[config.mk]
export PLATFORM = sky130hd
export DESIGN_NAME = fetch_addr_seq
export DESIGN_NICKNAME = d
export VERILOG_FILES = /design/src/rtl/fas_pkg.sv /design/src/rtl/fas_window.sv /design/src/rtl/fas_burst.sv /design/src/rtl/fas_fill.sv /design/src/rtl/fetch_addr_seq.sv
export SDC_FILE = /design/constraint.sdc
export NUM_CORES = 1
export LEC_CHECK = 0
export CORE_ASPECT_RATIO = 0.7
export CORE_UTILIZATION = 45
export DETAILED_ROUTE_END_ITERATION = 8
export DONT_BUFFER_PORTS = 1
export HOLD_SLACK_MARGIN = 0.08
export PLACE_DENSITY = 0.66
export SYNTH_ARGS = -nofsm -noshare
export SYNTH_HDL_FRONTEND = slang
export SYNTH_SLANG_ARGS = --single-unit
[constraint.sdc]
create_clock -name clk -period 7.4 [get_ports clk]
set_input_delay 1.48 -clock clk [delete_from_list [all_inputs] [get_ports clk]]
set_output_delay 1.48 -clock clk [all_outputs]
set_load 0.01 [all_outputs]
[src/rtl/fas_pkg.sv]
package fas_pkg;

    typedef enum logic [2:0] {
        ST_IDLE,
        ST_ARM,
        ST_REQ,
        ST_WAIT,
        ST_PARK
    } seq_state_e;

    localparam int WORD_BYTES_LOG = 2;
    localparam int PAL_WORDS      = 8;

endpackage

[src/rtl/fas_window.sv]
module fas_window #(
    parameter int WORD_W    = 30,
    parameter int PAL_WORDS = 8
) (
    input  logic              clk,
    input  logic              rst_n,
    input  logic              wr,
    input  logic [WORD_W-1:0] base_w,
    input  logic [WORD_W-1:0] ceil_w,
    input  logic              load,
    input  logic              load_pal,
    output logic [WORD_W-1:0] pend_base_w,
    output logic [WORD_W-1:0] act_ceil_w
);

    typedef struct packed {
        logic [WORD_W-1:0] pend_base;
        logic [WORD_W-1:0] pend_ceil;
        logic [WORD_W-1:0] act_ceil;
    } win_t;

    win_t win_d, win_q;

    always_comb begin
        win_d = win_q;
        if (load) begin
            win_d.act_ceil = load_pal ? (win_q.pend_base + WORD_W'(PAL_WORDS - 1))
                                      : win_q.pend_ceil;
        end
        if (wr) begin
            win_d.pend_base = base_w;
            win_d.pend_ceil = ceil_w;
        end
    end

    always_ff @(posedge clk or negedge rst_n) begin
        if (!rst_n) win_q <= '0;
        else        win_q <= win_d;
    end

    assign pend_base_w = win_q.pend_base;
    assign act_ceil_w  = win_q.act_ceil;

endmodule

[src/rtl/fas_burst.sv]
module fas_burst #(
    parameter int WORD_W        = 30,
    parameter int MAX_BURST_LOG = 4,
    parameter int LEN_W         = MAX_BURST_LOG + 1
) (
    input  logic [WORD_W-1:0] cur_w,
    input  logic [WORD_W-1:0] ceil_w,
    input  logic [2:0]        sel,
    output logic [LEN_W-1:0]  len,
    output logic              last
);

    logic [WORD_W-1:0] remain;
    logic [2:0]        sel_c;
    logic [LEN_W-1:0]  bw;

    always_comb begin
        remain = ceil_w - cur_w + WORD_W'(1);
        sel_c  = (int'(sel) > MAX_BURST_LOG) ? 3'(MAX_BURST_LOG) : sel;
        bw     = LEN_W'(1) << sel_c;
        if (remain >= WORD_W'(bw)) begin
            len  = bw;
            last = (remain == WORD_W'(bw));
        end else begin
            len  = LEN_W'(remain);
            last = 1'b1;
        end
    end

endmodule

[src/rtl/fas_fill.sv]
module fas_fill #(
    parameter int FILL_W = 7,
    parameter int LEN_W  = 5
) (
    input  logic              clk,
    input  logic              rst_n,
    input  logic              done,
    input  logic [LEN_W-1:0]  add_len,
    input  logic              pop,
    output logic [FILL_W-1:0] level,
    output logic              underflow
);

    typedef struct packed {
        logic [FILL_W-1:0] level;
        logic              uflow;
    } fill_t;

    fill_t f_d, f_q;

    always_comb begin
        f_d       = f_q;
        f_d.uflow = pop && (f_q.level == '0);
        if (done)
            f_d.level = f_d.level + FILL_W'(add_len);
        if (pop && (f_q.level != '0))
            f_d.level = f_d.level - FILL_W'(1);
    end

    always_ff @(posedge clk or negedge rst_n) begin
        if (!rst_n) f_q <= '0;
        else        f_q <= f_d;
    end

    assign level     = f_q.level;
    assign underflow = f_q.uflow;

endmodule

[src/rtl/fetch_addr_seq.sv]
module fetch_addr_seq #(
    parameter int ADDR_W        = 32,
    parameter int FIFO_DEPTH    = 64,
    parameter int MAX_BURST_LOG = 4,
    parameter int LEN_W         = MAX_BURST_LOG + 1,
    parameter int FILL_W        = $clog2(FIFO_DEPTH + 1)
) (
    input  logic              clk,
    input  logic              rst_n,
    input  logic              run_en,
    input  logic              mode_pal,
    input  logic [2:0]        burst_sel,
    input  logic [FILL_W-1:0] fifo_thresh,
    input  logic              win_wr,
    input  logic [ADDR_W-1:0] win_base,
    input  logic [ADDR_W-1:0] win_ceil,
    output logic              mem_req,
    output logic [ADDR_W-1:0] mem_addr,
    output logic [LEN_W-1:0]  mem_len,
    input  logic              mem_gnt,
    input  logic              mem_done,
    input  logic              pix_pop,
    output logic [FILL_W-1:0] fifo_level,
    output logic              frame_end,
    output logic              pal_done,
    output logic              underflow
);
    import fas_pkg::*;

    localparam int WORD_W   = ADDR_W - WORD_BYTES_LOG;
    localparam int FILL_CAP = FIFO_DEPTH - (1 << MAX_BURST_LOG);

    typedef struct packed {
        seq_state_e        state;
        logic [WORD_W-1:0] cur;
        logic [LEN_W-1:0]  len;
        logic              last;
        logic              pal;
        logic              fend;
        logic              pdone;
    } seq_t;

    seq_t s_d, s_q;

    logic              load, load_pal;
    logic [WORD_W-1:0] pend_base_w, act_ceil_w;
    logic [LEN_W-1:0]  blen;
    logic              blast;
    logic              fill_done;

    fas_window #(.WORD_W(WORD_W), .PAL_WORDS(PAL_WORDS)) u_window (
        .clk        (clk),
        .rst_n      (rst_n),
        .wr         (win_wr),
        .base_w     (win_base[ADDR_W-1:WORD_BYTES_LOG]),
        .ceil_w     (win_ceil[ADDR_W-1:WORD_BYTES_LOG]),
        .load       (load),
        .load_pal   (load_pal),
        .pend_base_w(pend_base_w),
        .act_ceil_w (act_ceil_w)
    );

    fas_burst #(.WORD_W(WORD_W), .MAX_BURST_LOG(MAX_BURST_LOG), .LEN_W(LEN_W)) u_burst (
        .cur_w (s_q.cur),
        .ceil_w(act_ceil_w),
        .sel   (burst_sel),
        .len   (blen),
        .last  (blast)
    );

    assign fill_done = mem_done && (s_q.state == ST_WAIT);

    fas_fill #(.FILL_W(FILL_W), .LEN_W(LEN_W)) u_fill (
        .clk      (clk),
        .rst_n    (rst_n),
        .done     (fill_done),
        .add_len  (s_q.len),
        .pop      (pix_pop),
        .level    (fifo_level),
        .underflow(underflow)
    );

    always_comb begin
        s_d       = s_q;
        s_d.fend  = 1'b0;
        s_d.pdone = 1'b0;
        load      = 1'b0;
        load_pal  = s_q.pal;
        unique case (s_q.state)
            ST_IDLE: begin
                if (run_en) begin
                    load      = 1'b1;
                    load_pal  = mode_pal;
                    s_d.pal   = mode_pal;
                    s_d.cur   = pend_base_w;
                    s_d.state = ST_ARM;
                end
            end
            ST_ARM: begin
                if (!run_en)
                    s_d.state = ST_IDLE;
                else if ((fifo_level <= fifo_thresh) && (fifo_level <= FILL_W'(FILL_CAP)))
                    s_d.state = ST_REQ;
            end
            ST_REQ: begin
                if (mem_gnt) begin
                    s_d.len   = blen;
                    s_d.last  = blast;
                    s_d.cur   = s_q.cur + WORD_W'(blen);
                    s_d.state = ST_WAIT;
                end
            end
            ST_WAIT: begin
                if (mem_done) begin
                    if (!s_q.last) begin
                        s_d.state = ST_ARM;
                    end else if (s_q.pal) begin
                        s_d.pdone = 1'b1;
                        s_d.state = ST_PARK;
                    end else begin
                        s_d.fend  = 1'b1;
                        load      = 1'b1;
                        s_d.cur   = pend_base_w;
                        s_d.state = ST_ARM;
                    end
                end
            end
            ST_PARK: begin
                if (!run_en)
                    s_d.state = ST_IDLE;
            end
            default: s_d.state = ST_IDLE;
        endcase
    end

    always_ff @(posedge clk or negedge rst_n) begin
        if (!rst_n) begin
            s_q       <= '0;
            s_q.state <= ST_IDLE;
        end else begin
            s_q <= s_d;
        end
    end

    assign mem_req   = (s_q.state == ST_REQ);
    assign mem_addr  = {s_q.cur, {WORD_BYTES_LOG{1'b0}}};
    assign mem_len   = blen;
    assign frame_end = s_q.fend;
    assign pal_done  = s_q.pdone;

endmodule

# Yosys cells after proc, flatten, opt, wreduce, memory -nomap -nowiden
# Cells that the tools add are included.
[classes]
n_addsub = 6
order_cmp = 4
eq_ne = 12
n_reduce_logical = 11
mux = 29
shift = 1
[op_table]
columns = ["operator", "count"]
rows = [
  ["two-way mux 30 bit", 3],
  ["one-hot mux 30 bit (3 select lines)", 1],
  ["two-way mux 33 bit", 2],
  ["two-way mux 39 bit", 1],
  ["adder 30 x 1 -> 30 bit (second input constant)", 1],
  ["adder 30 x 3 -> 30 bit (second input constant)", 1],
  ["adder 30 x 5 -> 30 bit", 1],
  ["== test 30 x 5 -> 1 bit", 1],
  [">= comparator 30 x 5 -> 1 bit", 1],
  ["subtractor 30 bit", 1],
  ["two-way mux 3 bit", 6],
  ["one-hot mux 3 bit (5 select lines)", 1],
  ["two-way mux 7 bit", 2],
  ["!= test 2 bit (second input constant)", 5],
  ["two-way mux 1 bit", 8],
  ["adder 7 x 5 -> 7 bit", 1],
  ["less-or-equal comparator 7 x 6 -> 1 bit (second input constant)", 1],
  ["less-or-equal comparator 7 bit", 1],
  ["logical NOT 7 bit", 1],
  ["nonzero test 7 bit", 1],
  ["subtractor 7 x 1 -> 7 bit (second input constant)", 1],
  ["== test 3 x 2 -> 1 bit (second input constant)", 2],
  ["two-way mux 2 bit", 3],
  ["AND reduction 6 bit", 1],
  ["other kinds (13)", 16],
]
[totals]
word_cells = 75
reg_bits = 140
out_inout_bits = 48

# Depth between registers and ports, before layout
# Gate-level depths: netlist of run 1.
[depth]
depth_word = 8
depth_mapped = 27
ltp_nobuf = 27

# Modules after synthesis
# A second synthesis of run 1 with hierarchy kept.
[unflattened]
cells_unflattened = 1227
area_unflattened_um2 = 11004.3
[modules_own_cells]
columns = ["module", "n_inst", "area_each_um2", "cells_each"]
rows = [
  ["fas_window", 1, 4654.5, 439],
  ["fetch_addr_seq", 1, 3024.2, 359],
  ["fas_burst", 1, 2623.8, 357],
  ["fas_fill", 1, 701.9, 72],
]

# Least setup slack after synthesis of run 1
# Ideal clock, no wire load.
[synth_path]
path_type = "register to register"
start = "register s_q, in the netlist mem_addr[12]"
end = "register s_q, in the netlist mem_addr[31]"
arrival_ns = 5.925
setup_ns = 0.146
stages_incl_launch_ff = 25
setup_slack_ns = 1.329
period_less_slack_ns = 6.071
required_ns = 7.254
path_cell_list = "dfrtp_1 -> clkbuf_1 -> inv_1 -> ha_1 -> ha_1 -> clkbuf_1 -> a211o_1 -> o211ai_1 -> o211a_1 -> a311o_1 -> nand4_1 -> or4b_2 -> or4_4 -> nor2_2 -> o21ai_0 -> ha_1 -> a21o_1 -> a21o_1 -> a21o_1 -> a21o_1 -> nand4_1 -> nor4_1 -> a41oi_1 -> o21ai_0 -> o311ai_0"
[synth_via]
elab_chain_cells = 7
[synth_lines]
columns = ["item", "line_no", "source"]
rows = [
  ["start: declaration", "fetch_addr_seq.sv:43", "seq_t s_d, s_q;"],
  ["subtractor 30 bit", "fas_burst.sv:18", "remain = ceil_w - cur_w + WORD_W'(1);"],
  ["adder 30 x 1 -> 30 bit", "fas_burst.sv:18", ""],
  [">= comparator 30 x 5 -> 1 bit", "fas_burst.sv:21", "if (remain >= WORD_W'(bw)) begin"],
  ["two-way mux 5 bit", "fas_burst.sv:21", ""],
  ["net mem_len[1]", "fetch_addr_seq.sv:19", "output logic [LEN_W-1:0] mem_len,"],
  ["adder 30 x 5 -> 30 bit", "fetch_addr_seq.sv:109", "s_d.cur = s_q.cur + WORD_W'(blen);"],
  ["two-way mux 39 bit", "fetch_addr_seq.sv:106", "if (mem_gnt) begin"],
  ["one-hot mux 30 bit (3 select lines)", "fetch_addr_seq.sv:89", "unique case (s_q.state)"],
]
# The timed path passes the listed nets, and every way through them passes these cells. The select of a mux whose other input is x is not followed.
# A chain may end at the register's enable or synchronous reset.

# Worst setup path after layout of run 1
[layout_path]
start = "register s_q, in the netlist mem_addr[16]"
end = "register s_q, in the netlist mem_addr[23]"
# Same word-level chain as after synthesis.

==> flow_summary.json, run 1 <==
{
  "drt_iter0_drc": 803,
  "arrival_ns": 7.30,
  "clk_latency_ns": 0.43,
  "switching_share": 0.5011,
  "ys_seq_elements": 140,
  "chipWidth_um": 184.4,
  "cp_max_fo": 8,
  "p_leak_nw": 4.839,
  "final_hold_viol_count": 0,
  "cp_data_required_time_ns": 7.69,
  "dp_hpwl_um": 21480,
  "slew_headroom": 0.2524,
  "synth-edff-count": 0,
  "status": "finished, final reports clean",
  "clockBufferDepth": 2,
  "synth_top_area_share": 0.3344,
  "clkTransAtPathRegs_ns": 0.06,
  "gp_congestion": 0.9261,
  "yosysUniqueCellTypes": 89,
  "grt_max_degree": 141,
  "wirelength_um": 28570,
  "fin_crit_ns": 7.014,
  "synth_cells": 1194,
  "antenna_found_initial": 0,
  "final-setup-viol-count": 0,
  "grt_pass1_wl_um": 44980,
  "finish.utilization": 0.4909,
  "post_cts_buffers": 0,
  "fin_nets": 1312,
  "row_count": 46,
  "avgSynthCellArea_um2": 8.773,
  "cap_violations": 0,
  "internal_power_mw": 3.117,
  "route.vias.total": 8892,
  "post-synth-top-area-cell": "dfrtp_1",
  "post-route-period-util": 0.9478,
  "dieArea_mm2": 0.02390,
  "grt_pass1_vias": 8125,
  "yosysSeqAreaShare": 0.3344,
  "path_class": "reg2reg",
  "synth_commonest_cells": "141 x nand2_1, 140 x dfrtp_1, 120 x o21ai_0",
  "pwr-share-clk": 0.148,
  "critPathCaptureType": "register",
  "start_util": 0.4608,
  "io_buffers": 0,
  "finalClockSkew_ns": 0.007760,
  "p_sw_mw": 3.130,
  "irDropWorstVdd_v": 0.0002399,
  "detailed_place.area_mm2": 0.01052,
  "synth_top_cells_by_area": "dfrtp_1 33%, ha_1 9.8%, mux2_2 6.5%",
  "n_antenna_cell": 0,
  "synth.most_common_cell": "nand2_1",
  "clock-sinks": 140,
  "postSynth.asyncResetShare": 1.000,
  "final_cell_area_mm2": 0.01116,
  "synth.cell_area_mm2": 0.01048,
  "postRouteAntennaNets": 0,
  "post_route_cells_drive_above_1_share": 0.1174,
  "syn2layout_area_growth_pct": 6.534,
  "finalMaxSlewViolations": 0,
  "cts_tree": "done",
  "pwr-share-seq": 0.212,
  "grtUsageTotal": 0.2432,
  "grt_overflow": 0,
  "numCtsBuffers": 17,
  "htreeDepth": 4,
  "combPwrFrac": 0.641,
  "nFillCells": 2154,
  "max_freq_ghz": 0.1426,
  "drc": 0,
  "wl_per_cell_um": 19.44,
  "min_path_type": "reg2reg",
  "synth_ff_type": "dfrtp_1",
  "root_buffer": "clkbuf_16",
  "ios": 130,
  "synth_warnings": 0,
  "drt-pass1-iter-count": 5,
  "power_per_cell_area_mw_per_mm2": 559.8,
  "fp.dieH_um": 129.7,
  "core_area_mm2": 0.02273,
  "viasPerCell": 6.049,
  "worstMarginPinSlew_ns": 1.121,
  "holdWs_ns": 0.4864,
  "cp-start-kind": "register"
}
[cell families after synthesis]
family                     synth area share
and+or+nand+nor                      0.1783
buffers and inverters               0.06916
AOI/OAI and AO/OA                    0.2014
muxes                               0.07418
adders and majority gates            0.1037
xor gates and xnor gates            0.03846
DFF                                  0.3344
other                             0.0003580
[through the flow]
| stage | setup WS, ns | power (mW) | TNS, ns | std cells |
|---|---|---|---|---|
| 3_3_place_gp | 0.4626 | 5.182 | 0 | 1438 |
| 4_1_cts | 0.2962 | 6.202 | 0 | 1470 |
| 5_1_grt | -0.004825 | 6.789 | -0.004825 | 1470 |
| 2_1_floorplan | 1.329 | 4.396 | 0 | 1195 |
| 6_report | 0.3862 | 6.247 | 0 | 1470 |
| 3_5_place_dp | 0.3532 | 5.249 | 0 | 1438 |
[worst max-delay path, cell delays in order, from the launching register on]
cell and delay, ns:
dfrtp_1 0.50, inv_1 0.16, ha_1 0.32, ha_1 0.51, nand4_1 0.24, a211o_1 0.38
a22o_1 0.27, or4_1 0.51, a2111o_1 0.45, or4_4 0.62, nor2_2 0.17, o21ai_0 0.18
buf_4 0.21, ha_1 0.27, a21o_1 0.10, a21o_1 0.14, a21o_1 0.12, a21o_1 0.32
nand4_1 0.39, nor2_1 0.44, a31oi_1 0.16, o21ai_0 0.25, o21ai_0 0.15
[power groups by stage]
stage | logic (mW) | clock network (mW) | registers, mW
finish | 4.00 | 0.922 | 1.32
global placement | 3.86 | 0 | 1.32
global route | 4.46 | 0.966 | 1.36
detailed placement | 3.92 | 0 | 1.33
floorplan | 3.22 | 0 | 1.18
CTS | 3.95 | 0.934 | 1.32
[flip-flops by register name, indices dropped and copies added (netlist names)]
register / flops
u_window.act_ceil_w: 30
u_window.pend_base_w: 30
u_fill.level: 7
u_window.win_q: 30
s_q: 10
mem_addr: 30
pal_done: 1
frame_end: 1
u_fill.underflow: 1
[final cells by class]
class	count	area, um2	area share
clock inverter	11	165.2	0.01480
inverter	61	229.0	0.02052
tap	312	390.4	0.03498
timing repair buffer	19	142.6	0.01278
multi-input combinational	906	6269	0.5617
clock buffer	21	460.4	0.04126
sequential	140	3503	0.3139
[path summary, 6_finish.rpt]
check,startpoint,endpoint,slack (ns),depth (start not counted)
worst max-delay path,mem_addr[16],mem_addr[23],0.39,22
worst min-delay path,u_window.act_ceil_w[19],u_window.act_ceil_w[19],0.49,2
worst max register to register,mem_addr[16],mem_addr[23],0.39,22
worst min register to register,u_window.act_ceil_w[19],u_window.act_ceil_w[19],0.49,2
max in group asynchronous,rst_n,u_window.pend_base_w[9],6.34,0
min in group asynchronous,rst_n,u_fill.level[6],0.74,0
[cell usage in the layout (no fill, tap or decap), types with 7 or more instances in the layout]
cell       netlist  layout
buf_4           32      19
a31oi_1         15      15
nand4_1         29      29
nor2b_1         12      12
a32oi_1         13      13
and2_1           7       7
o21ai_0        120     120
or3_1            9       9
nor2_1          57      56
inv_1           61      61
o21a_1          15      15
xnor2_1         21      21
clkbuf_16        0      17
and3_1          10      10
ha_1            82      82
a21oi_1         63      63
nand2_1        141     141
o211ai_1        11      11
mux2i_1          9       9
and4_1           8       8
xor2_1          25      25
nand2b_1         9       9
dfrtp_1        140     140
nor3_1          16      16
a21o_1          12      12
mux2_2          60      60
nor4_1           8       7
nand3_1         41      41
[repair_timing]
action	4_1_cts	5_1_grt
endpoints found under the setup margin	0	6
hold buffers	0	0
gates resized for setup	0	3
[metal layers]
metal	up-vias	share of wire	GRT usage
li1	4223	-	-
met1	4311	0.48	0.3531
met2	340	0.42	0.3541
met3	18	0.090	0.06858
met4	0	0.0085	0.05686
met5	-	0	0
(Power assumes the default switching activity.)
==> run 2, diff against run 1 <==
--- a/config.mk
+++ b/config.mk
@@ -5,12 +5,14 @@
 export SDC_FILE = /design/constraint.sdc
 export NUM_CORES = 1
 export LEC_CHECK = 0
+export CELL_PAD_IN_SITES_DETAIL_PLACEMENT = 1
+export CELL_PAD_IN_SITES_GLOBAL_PLACEMENT = 2
 export CORE_ASPECT_RATIO = 0.7
-export CORE_UTILIZATION = 45
+export CORE_UTILIZATION = 40
 export DETAILED_ROUTE_END_ITERATION = 8
 export DONT_BUFFER_PORTS = 1
 export HOLD_SLACK_MARGIN = 0.08
-export PLACE_DENSITY = 0.66
+export PLACE_DENSITY = 0.87
 export SYNTH_ARGS = -nofsm -noshare
 export SYNTH_HDL_FRONTEND = slang
 export SYNTH_SLANG_ARGS = --single-unit
==> flow_summary.json, run 2 (synthesized netlist as in run 1, its figures left out) <==
{
  "status": "finished, final reports clean",
  "postCtsResizedCells": 0,
  "power_per_cell_area_mw_per_mm2": 569.5,
  "most-common-layout-cells": "141 x nand2_1, 140 x dfrtp_1, 120 x o21ai_0",
  "timing.final.ws_setup_ns": 0.3929,
  "met2_usage": 0.3748,
  "route.vias.total": 8960,
  "dp_cells": 1455,
  "cap_violations": 0,
  "drc": 0,
  "clock-sinks": 140,
  "core_area_mm2": 0.02569,
  "max_freq_ghz": 0.1427,
  "pre_cts_ws_ns": 0.6387,
  "final_common_cell": "nand2_1",
  "path_class": "reg2reg",
  "row_count": 49,
  "cp_max_fo": 9,
  "holdWs_ns": 0.4853,
  "holdPathEnd": "u_window.act_ceil_w[21]",
  "clkTransAtPathRegs_ns": 0.06,
  "top_usage_layer": "met2",
  "grt_pass1_vias": 8991,
  "htreeDepth": 4,
  "grt_overflow": 0,
  "arrival_ns": 7.35,
  "grtUsageTotal": 0.2447,
  "drt-pass1-iter-count": 5,
  "final_cell_area_mm2": 0.01117,
  "numCtsBuffers": 17,
  "fin_crit_ns": 7.007,
  "start_util": 0.4078,
  "reg2reg_to": "mem_addr[30]",
  "gp_congestion": 0.8697,
  "io_buffers": 0,
  "wl_per_cell_um": 21.63,
  "post-route-period-util": 0.9469,
  "postRouteAntennaNets": 0,
  "power_mw": 6.360,
  "clockBufferDepth": 2,
  "final-setup-viol-count": 0,
  "ios": 130,
  "p_leak_nw": 4.831,
  "clk_latency_ns": 0.44,
  "nFillCells": 2994,
  "finalClockSkew_ns": 0.006348,
  "final_cells": 1487,
  "r2r_setup_slack_ns": 0.39,
  "finalMaxSlewViolations": 0,
  "drt_iter0_drc": 502,
  "post_cts_buffers": 0,
  "chipWidth_um": 195.4,
  "dieArea_mm2": 0.02685,
  "min_path_type": "reg2reg",
  "cts_tree": "done",
  "syn2layout_area_growth_pct": 6.606,
  "fin_setup_tns_ns": 0,
  "antenna_found_initial": 0,
  "irDropWorstVdd_v": 0.0002279,
  "fin_nets": 1310,
  "cp-start-kind": "register",
  "detailed_place.area_mm2": 0.01053,
  "hold_start": "u_window.act_ceil_w[21]",
  "n_antenna_cell": 0,
  "slew_headroom": 0.2430,
  "grt_util_met1": 0.3446,
  "worstMarginPinSlew_ns": 1.133,
  "grt_max_degree": 141,
  "finish.utilization": 0.4347,
  "cp_data_required_time_ns": 7.74,
  "fp.dieH_um": 137.4,
  "viasPerCell": 6.026,
  "post_route_cells_drive_above_1_share": 0.1142,
  "final_hold_viol_count": 0,
  "hold_buffers": 0,
  "dp_hpwl_um": 24210,
  "crit_start": "mem_addr[17]",
  "critPathCaptureType": "register",
  "gr-usage-met3": 0.06169,
  "grt_setup_unrepaired": "no",
  "wirelength_um": 32160,
  "whs_path_depth": 2,
  "root_buffer": "clkbuf_16",
  "grt_pass1_wl_um": 50790,
  "r2r_cells": 24,
  "r2r_start": "mem_addr[17]"
}
[run 2: layout make-up]
cell class | instances | area [um2] | share of cell area
multi-input combinational | 906 | 6259 | 0.5604
sequential | 140 | 3503 | 0.3137
clock buffer | 22 | 474.2 | 0.04246
tap | 331 | 414.1 | 0.03709
inverter | 61 | 229.0 | 0.02050
clock inverter | 10 | 160.2 | 0.01434
timing repair buffer | 17 | 127.6 | 0.01143
[run 2: worst max-delay path by stage]
stage | to | cells after the start | slack [ns]
global placement | mem_addr[30] | 24 | 0.78
CTS | mem_addr[30] | 24 | 0.48
finish | mem_addr[30] | 24 | 0.39
floorplan | mem_addr[31] | 24 | 1.33
global route | mem_addr[30] | 24 | 0.04
detailed placement | mem_addr[31] | 23 | 0.64
[run 2: metal layers]
metal,part of all wire,vias to the layer above
li1,-,4208
met1,0.49,4519
met2,0.44,204
met3,0.056,29
met4,0.012,0
met5,0,-
[run 2: critical path, cell delays in order, from the launching register on]
cell       delay, ns
dfrtp_1         0.47
inv_1           0.11
ha_1            0.31
ha_1            0.46
a21o_4          0.30
a31oi_1         0.32
o21ai_0         0.25
or3_1           0.39
o211ai_1        0.33
o21ai_0         0.22
or4b_2          0.79
nor2_2          0.17
mux2i_1         0.39
ha_1            0.23
a21oi_1         0.10
a21boi_0        0.19
buf_4           0.20
o2111ai_1       0.18
nor4_1          0.38
buf_4           0.19
and3_1          0.28
nand2_1         0.14
nor2_1          0.14
a32oi_1         0.12
o21ai_0         0.21
[run 2: where the power goes]
| group | total [mW] | internal [mW] | switching (mW) |
|---|---|---|---|
| logic | 4.08 | 1.54 | 2.54 |
| registers | 1.34 | 0.998 | 0.339 |
| clock network | 0.937 | 0.591 | 0.346 |
| total | 6.36 | 3.13 | 3.23 |
==> run 3, diff against run 2 <==
--- a/config.mk
+++ b/config.mk
@@ -8,11 +8,11 @@
 export CELL_PAD_IN_SITES_DETAIL_PLACEMENT = 1
 export CELL_PAD_IN_SITES_GLOBAL_PLACEMENT = 2
 export CORE_ASPECT_RATIO = 0.7
-export CORE_UTILIZATION = 40
+export CORE_UTILIZATION = 43
 export DETAILED_ROUTE_END_ITERATION = 8
 export DONT_BUFFER_PORTS = 1
 export HOLD_SLACK_MARGIN = 0.08
-export PLACE_DENSITY = 0.87
+export PLACE_DENSITY = 0.95
 export SYNTH_ARGS = -nofsm -noshare
 export SYNTH_HDL_FRONTEND = slang
 export SYNTH_SLANG_ARGS = --single-unit
==> constraint.sdc (replaced) <==
create_clock -name clk -period 8.9 [get_ports clk]
set_input_delay 1.78 -clock clk [delete_from_list [all_inputs] [get_ports clk]]
set_output_delay 1.78 -clock clk [all_outputs]
set_load 0.01 [all_outputs]
==> flow_summary.json, run 3 (synthesized netlist as in run 1, its figures left out) <==
{
  "p_leak_nw": 4.791,
  "viasPerCell": 6.145,
  "wl_per_cell_um": 21.63,
  "start_util": 0.4409,
  "r2r_cells": 23,
  "gp_congestion": 0.9062,
  "cp_max_fo": 9,
  "cap_violations": 0,
  "critPathCaptureType": "register",
  "hold_buffers": 0,
  "power_mw": 5.283,
  "whs_path_depth": 2,
  "htreeDepth": 4,
  "final_cells": 1465,
  "cts_tree": "done",
  "wl_met1_um": 14870,
  "route.vias.total": 9002,
  "met2_length_um": 14190,
  "final_hold_viol_count": 0,
  "postCtsResizedCells": 0,
  "r2r_start": "mem_addr[7]",
  "antenna_found_initial": 0,
  "final_common_cell": "nand2_1",
  "worst_path_largest_cell_delay_ns": 0.83,
  "met3WireLength_um": 2247,
  "root_buffer": "clkbuf_16",
  "cp_data_required_time_ns": 9.26,
  "min_path_type": "reg2reg",
  "critPathMostFrequentCell": "ha_1",
  "fp.dieH_um": 132.6,
  "fin_crit_ns": 7.543,
  "finish.utilization": 0.4676,
  "grt_pass1_vias": 9220,
  "crit_chain": "inv_1 -> ha_1 -> ha_1 -> and2_4 -> a221o_1 -> o211a_4 -> o21ai_0 -> a211oi_1 -> a2111o_1 -> or4b_2 -> nor2_2 -> mux2i_1 -> ha_1 -> a21oi_1 -> a21boi_0 -> buf_4 -> o2111ai_1 -> nor4_1 -> and3_1 -> nand2_1 -> nor3_1 -> a21oi_1 -> o22ai_1",
  "most-common-layout-cells": "141 x nand2_1, 140 x dfrtp_1, 120 x o21ai_0",
  "syn2layout_area_growth_pct": 6.056,
  "dieArea_mm2": 0.02500,
  "fin_nets": 1300,
  "path_buf_inv": 2,
  "grt_setup_unrepaired": "no",
  "postRouteAntennaNets": 0,
  "row_count": 47,
  "status": "finished, final reports clean",
  "io_buffers": 0,
  "dp_cells": 1432,
  "worstMarginPinSlew_ns": 1.100,
  "post_cts_buffers": 0,
  "clkTransAtPathRegs_ns": 0.06,
  "clk_latency_ns": 0.44,
  "dp_hpwl_um": 23640,
  "hold_start": "u_window.act_ceil_w[22]",
  "ios": 130,
  "cp_num_cells": 23,
  "path_delay_family": "simple AND/OR/NAND/NOR gates",
  "post-route-period-util": 0.8475,
  "irDropWorstVdd_v": 0.0002127,
  "slew_headroom": 0.2666,
  "critPathSlowestCell": "or4b_2",
  "post_route_cells_drive_above_1_share": 0.1056,
  "clock-sinks": 140,
  "drt_iter0_drc": 554,
  "highest_layer": "met4",
  "wirelength_um": 31690,
  "power_per_cell_area_mw_per_mm2": 475.5,
  "grt_max_degree": 141,
  "drc": 0,
  "clockBufferDepth": 2,
  "chipWidth_um": 188.6,
  "finalClockSkew_ns": 0.01234,
  "numCtsBuffers": 17,
  "path_class": "reg2reg",
  "finalMaxSlewViolations": 0,
  "grtUsageTotal": 0.2587,
  "max_freq_ghz": 0.1326,
  "fin_setup_tns_ns": 0,
  "core_area_mm2": 0.02376,
  "grt_pass1_wl_um": 50890,
  "cp-start-kind": "register",
  "drt-pass1-iter-count": 5,
  "final-setup-viol-count": 0,
  "nFillCells": 2749,
  "grt_overflow": 0,
  "crit_start": "mem_addr[7]",
  "arrival_ns": 7.90
}
[run 3: cell types whose count changed in the layout (fill, tap and decap cells not counted), sizes merged]
cell    before  now
clkbuf      22   21
inv         63   61
clkinv       3    4
diode        0    1
buf         17    7
bufinv       4    6
[run 3: where the power goes]
group	internal [mW]	leakage, nW	switching, mW
Sequential	0.830	1.70	0.286
Clock	0.533	0.321	0.286
Combinational	1.26	2.77	2.08
[run 3: area by class of cell]
cell class              count  area, um2  share of cell area
diodes                      1      2.502           0.0002253
clock buffers              21      450.4             0.04055
clock inverters            11      215.2             0.01937
inverters                  61      229.0             0.02061
multi-input cells         906       6259              0.5634
flip-flops and latches    140       3503              0.3154
well taps                 318      397.9             0.03581
repair buffers              7      52.55            0.004730
[run 3: tightest hold or removal path, delay by kind of cell (launching register included)]
kind,cells,cell delay [ns]
AOI/OAI and AO/OA,1,0.06
DFF,1,0.35
and+or+nand+nor,1,0.05
[run 3: path summary, 6_finish.rpt]
kind,endpoint,slack (ns)
setup / recovery,mem_addr[28],1.36
hold / removal,u_window.act_ceil_w[22],0.49
setup reg to reg,mem_addr[28],1.36
hold reg to reg,u_window.act_ceil_w[22],0.49
max in group asynchronous,u_window.act_ceil_w[13],7.54
min in group asynchronous,u_fill.level[0],1.04
[run 3: stage by stage]
step	hold WS (ns)	instance area, um2	setup slack (ns)
3_3_place_gp	0.4690	10440	1.811
2_1_floorplan	0.4530	10480	2.583
4_1_cts	0.4883	11110	1.410
6_report	0.4868	11110	1.357
5_1_grt	0.5068	11110	0.9202
3_5_place_dp	0.4752	10440	1.537
[run 3: per-layer routing]
| metal | vias to the layer above | track usage |
|---|---|---|
| li1 | 4189 | - |
| met1 | 4510 | 0.3578 |
| met2 | 271 | 0.4036 |
| met3 | 32 | 0.06658 |
| met4 | 0 | 0.06138 |
| met5 | - | 0 |
